[config.mk]
export PLATFORM = sky130hd
export DESIGN_NAME = aperture_remap
export DESIGN_NICKNAME = d
export VERILOG_FILES = /design/src/rtl/aperture_remap.sv
export SDC_FILE = /design/constraint.sdc
export NUM_CORES = 2
export LEC_CHECK = 0
export BUFFER_PORTS_ARGS = -buffer_cell sky130_fd_sc_hd__buf_2
export CORE_ASPECT_RATIO = 0.8
export CORE_UTILIZATION = 30
export CTS_BUF_LIST = sky130_fd_sc_hd__clkbuf_2 sky130_fd_sc_hd__clkbuf_4 sky130_fd_sc_hd__clkbuf_8
export CTS_CLUSTER_DIAMETER = 40
export DETAILED_ROUTE_END_ITERATION = 10
export PLACE_DENSITY = 0.47
export SETUP_SLACK_MARGIN = 0.4
export SYNTH_ARGS = -nofsm -noshare
export SYNTH_HDL_FRONTEND = slang
export SYNTH_SLANG_ARGS = --single-unit
[constraint.sdc]
create_clock -name clk -period 2.46 [get_ports clk]
set_input_delay 0.369 -clock clk [delete_from_list [all_inputs] [get_ports clk]]
set_output_delay 0.369 -clock clk [all_outputs]
set_load 0.01 [all_outputs]
[src/rtl/aperture_remap.sv]
module aperture_remap #(
  parameter logic [31:0] WIN_BASE   = 32'h4000_0000,
  parameter int          PAGE_COUNT = 64,
  parameter bit          REG_OUT    = 1'b1
) (
  input  logic        clk,
  input  logic        rst_n,
  input  logic        bus_wr,
  input  logic        bus_rd,
  input  logic [3:0]  bus_addr,
  input  logic [31:0] bus_wdata,
  output logic        bus_rvalid,
  output logic [31:0] bus_rdata,
  input  logic        lk_valid,
  input  logic [31:0] lk_addr,
  input  logic [11:0] lk_last_ofs,
  output logic        lk_done,
  output logic [31:0] lk_phys,
  output logic        lk_fault,
  output logic        lk_oor
);
  localparam int          IDX_W   = (PAGE_COUNT > 1) ? $clog2(PAGE_COUNT) : 1;
  localparam logic [32:0] BASE_X  = {1'b0, WIN_BASE};
  localparam logic [32:0] END_X   = BASE_X + 33'(PAGE_COUNT) * 33'd4096;
  localparam logic [3:0]  OFS_CTL = 4'h0;
  localparam logic [3:0]  OFS_SEL = 4'h4;
  localparam logic [3:0]  OFS_ENT = 4'h8;

  logic             enable;
  logic [31:0]      sel_addr;
  logic [31:0]      tbl [PAGE_COUNT];

  logic             sel_in;
  logic [IDX_W-1:0] sel_idx;
  assign sel_in  = ({1'b0, sel_addr} >= BASE_X) && ({1'b0, sel_addr} < END_X);
  assign sel_idx = IDX_W'((sel_addr - WIN_BASE) >> 12);

  always_ff @(posedge clk or negedge rst_n) begin
    if (!rst_n) begin
      enable   <= 1'b0;
      sel_addr <= '0;
      for (int i = 0; i < PAGE_COUNT; i++) tbl[i] <= '0;
    end else if (bus_wr) begin
      case (bus_addr)
        OFS_CTL: enable   <= bus_wdata[0];
        OFS_SEL: sel_addr <= bus_wdata;
        OFS_ENT: if (sel_in) tbl[sel_idx] <= bus_wdata;
        default: ;
      endcase
    end
  end

  always_ff @(posedge clk or negedge rst_n) begin
    if (!rst_n) begin
      bus_rvalid <= 1'b0;
      bus_rdata  <= '0;
    end else begin
      bus_rvalid <= bus_rd;
      if (bus_rd) begin
        case (bus_addr)
          OFS_CTL: bus_rdata <= {31'b0, enable};
          OFS_SEL: bus_rdata <= sel_addr;
          OFS_ENT: bus_rdata <= sel_in ? tbl[sel_idx] : 32'h0;
          default: bus_rdata <= '0;
        endcase
      end
    end
  end

  logic [32:0]      lk_last;
  logic [IDX_W-1:0] lk_idx;
  logic [31:0]      lk_ent;
  logic             oor_c, fault_c;
  logic [31:0]      phys_c;

  assign lk_last = {1'b0, lk_addr} + {21'b0, lk_last_ofs};
  assign oor_c   = ({1'b0, lk_addr} < BASE_X) || ({1'b0, lk_addr} >= END_X) || (lk_last >= END_X);
  assign lk_idx  = IDX_W'((lk_addr - WIN_BASE) >> 12);
  assign lk_ent  = oor_c ? 32'h0 : tbl[lk_idx];
  assign fault_c = oor_c || !enable || !lk_ent[31];
  assign phys_c  = fault_c ? 32'h0 : {1'b0, lk_ent[30:12], lk_addr[11:0]};

  generate
    if (REG_OUT) begin : g_reg
      always_ff @(posedge clk or negedge rst_n) begin
        if (!rst_n) begin
          lk_done  <= 1'b0;
          lk_phys  <= '0;
          lk_fault <= 1'b0;
          lk_oor   <= 1'b0;
        end else begin
          lk_done  <= lk_valid;
          lk_phys  <= lk_valid ? phys_c : 32'h0;
          lk_fault <= lk_valid && fault_c;
          lk_oor   <= lk_valid && oor_c;
        end
      end

      AST_LOOKUP_LATENCY: assert property (@(posedge clk) disable iff (!rst_n)
        lk_valid |=> lk_done) else $error("lookup result missing");
      AST_DISABLED_FAULT: assert property (@(posedge clk) disable iff (!rst_n)
        (lk_valid && !enable) |=> lk_fault) else $error("disabled lookup passed");
    end else begin : g_comb
      assign lk_done  = lk_valid;
      assign lk_phys  = lk_valid ? phys_c : 32'h0;
      assign lk_fault = lk_valid && fault_c;
      assign lk_oor   = lk_valid && oor_c;
    end
  endgenerate

  AST_READ_LATENCY: assert property (@(posedge clk) disable iff (!rst_n)
    bus_rd |=> bus_rvalid) else $error("read data missing");
  AST_CTL_FOLLOWS: assert property (@(posedge clk) disable iff (!rst_n)
    (bus_wr && bus_addr == OFS_CTL) |=> (enable == $past(bus_wdata[0]))) else $error("control lost");
  AST_OOR_IS_FAULT: assert property (@(posedge clk) disable iff (!rst_n)
    (lk_done && lk_oor) |-> lk_fault) else $error("oor without fault");
  AST_FAULT_NO_PHYS: assert property (@(posedge clk) disable iff (!rst_n)
    (lk_done && lk_fault) |-> (lk_phys == 32'h0)) else $error("faulted phys nonzero");
endmodule

==> flow_summary.toml <==
[power_and_ir_drop]
max-vdd-ir-drop_v = 0.0004449
cellLeakagePower_nw = 65.63
p_total_mw = 104.8
cellPowerDensity_mw_per_mm2 = 739.2

[die]
core_mm2 = 0.3498
io_pins = 153
start_util_pct = 30.21
die_area_mm2 = 0.3547
die_y_um = 532.9
rows = 194
die_x_um = 665.6

[final_layout]
final_cell_mix = "dfrtp_1 (2142), mux2_2 (1826), buf_4 (949)"
layout_commonest_cell = "dfrtp_1"
area_growth_pct = 34.19
nets = 9322
drive_above_1_share_pct = 56.16

[timing]
finalHoldViolCount = 0
timing.slew.headroom_pct = 27.76
fin_worst_hold_slack_ps = 80.41
rsz0062_at_grt = "true"
setup_viol = 2103
fin_ws_ps = -650.5
fmax_mhz = 321.5
tightest_slew_ps = 1080
setup-tns-final_ps = -929880
timing.final.crit_share_pct = 126.4
finalMaxSlewViolations = 0
layout_min_cycle_time_ps = 3110
worst_clock_skew_ps = 103.6

[worst_setup_path]
critPathMaxStageDelay_ps = 560
critPathSlowestCell = "or4_4"
critPathBufInv = 6
worstPathRequired_ps = 3420
end_kind = "flip-flop"
cp_cell_sequence = "or4_4 -> nor3_4 -> and2_4 -> buf_12 -> nand4_1 -> buf_4 -> buf_12 -> nor2_4 -> buf_12 -> buf_12 -> buf_12 -> mux2_2"
crit_top_cell = "buf_12"
path_delay_family = "simple AND/OR/NAND/NOR gates"
crit_fanout = 7
crit_type = "flip-flop to flip-flop"
critical_path_arrival_ps = 4070
critPathLaunchType = "flip-flop"

[run_status]
status = "finished, violations left"
failed_checks = "setup timing"

[grt]
grt_pass1_vias = 84461
antenna_found_initial = 42
grt_pass1_wl_mm = 738.2
grt_use_total_pct = 29.89
overflow = 0
grt_start_max_net_pins = 80

[yosys]
syn_nets = 7968
synth_edf_count = 0
ys_seq_area_share_pct = 50.86
syn_area_per_cell_um2 = 13.43
ys.flop_type = "dfrtp_1"
syn-cell-area_mm2 = 0.1057
syn_inst = 7871
yosys_warnings = 0
ys_ff_latch = 2148
synthArstFlopShare_pct = 100.0
synth.distinct_cells = 84

[detailed_routing]
num_vias = 86607
drc = 0
routed_wl_mm = 563.7
top_layer = "met5"
first_pass_iters = 6
route.met3.wl_mm = 69.81
wl_per_cell_um = 39.53
first_iter_violations = 11986
wl_met2_mm = 227.9
ant_nets = 0
met1_length_mm = 232.2
routed_via_density = 6.073

[clock_network]
clockBufferDepth = 4
cts-htree-levels = 5
cts.sinks = 2148
cts_made_buffers = 411
clkTransAtPathRegs_ps = 60
cts_tree = "built"
cts_root_buffer = "clkbuf_8"
clk_latency_ps = 1090

[place]
portBuffers = 151
dpl.hpwl_mm = 374.4
pre_cts_ws_ps = -1259
gp_congestion = 0.9590

[job]
maxCapViolCount = 0

[worst_hold_path]
hold_class = "primary input to asynchronous set/reset pin"
## cell type report
| type | count | area [µm²] |
|---|---|---|
| clock buffer | 613 | 7836 |
| fill | 32522 | 208000 |
| clock inverter | 113 | 1383 |
| tap | 4704 | 5886 |
| inverter | 58 | 232.7 |
| antenna | 18 | 45.04 |
| multi-input combinational | 4807 | 51280 |
| sequential | 2148 | 53770 |
| timing repair buffer | 1799 | 21380 |
## cell families after synthesis
group | count (synthesis) | share of synthesized area, %
AO/OA/AOI/OAI | 1443 | 9.502
other | 1 | 0.003548
multiplexers | 2732 | 32.32
buffers and inverters | 916 | 4.030
adder cells (fa/ha/maj) | 12 | 0.1492
flip-flops | 2148 | 50.86
AND/OR/NAND/NOR | 619 | 3.130
## cells in the mapped netlist (74+ instances only)
cell type / n / area [µm²]
mux2_2: 2178 / 24530
dfrtp_1: 2148 / 53750
o22ai_1: 584 / 3654
clkbuf_1: 433 / 1625
mux4_2: 325 / 7320
mux2i_1: 213 / 2132
buf_2: 206 / 1031
nor2_1: 206 / 773.2
o221ai_1: 152 / 1331
buf_4: 148 / 1111
a21oi_1: 132 / 660.6
o21ai_0: 112 / 560.5
a22oi_1: 74 / 555.5
nand2_1: 74 / 277.8
## where the power goes
group	internal (mW)	leakage (nW)	switching, mW	total (mW)
Clock	23.2	4.83	17.1	40.3
Sequential	35.5	29.9	0.238	35.8
Combinational	11.0	30.9	17.8	28.7
Total	69.7	65.6	35.1	105
## sequential cells by signal, indices dropped and copies added (netlist names)
name	count
sel_addr	32
tbl	2048
lk_oor	1
lk_done	1
lk_fault	1
bus_rvalid	1
enable	1
bus_rdata	32
lk_phys	31
## path summary, 6_finish.rpt
kind | start | slack [ps] | cells past startpoint | to
min in group clk | bus_wdata[22] | 90 | 2 | tbl[1174]
max | sel_addr[22] | -650 | 12 | tbl[1486]
max reg2reg | sel_addr[22] | -650 | 12 | tbl[1486]
min | rst_n | 80 | 3 | tbl[1671]
min reg2reg | tbl[484] | 500 | 1 | tbl[484]
max in group asynchronous | rst_n | 830 | 3 | tbl[197]
## metrics by stage
step | instances | area, µm² | utilization, %
after floorplan | 7871 | 106600 | -
after global placement | 13219 | 124900 | 35.70
after detailed placement | 13219 | 124900 | 35.70
after CTS | 14081 | 136800 | 39.11
after global routing | 14253 | 141800 | 40.54
final | 14260 | 141800 | 40.54
## metal layers
layer / GRT usage, % / vias to the layer above
met5: 0 / -
met2: 41.47 / 5930
met4: 14.42 / 20
met3: 9.478 / 1368
met1: 41.78 / 46300
li1: - / 32989
## worst register-to-register path: stages (launching register included)
cell	delay (ps)
dfrtp_1	410
or4_4	560
nor3_4	160
and2_4	180
buf_12	130
nand4_1	160
buf_4	220
buf_12	150
nor2_4	180
buf_12	220
buf_12	130
buf_12	140
mux2_2	350
## repair_timing
action / CTS / global route
setup endpoints to repair: 2146 / 2143
cloned: 11 / 51
buffers inserted: 78 / 109
hold endpoints to repair: 2401 / 1
hold buffers: 47 / 2
resized for setup: 211 / 569
pin swaps: 42 / 116
(Power assumes the default switching activity.)
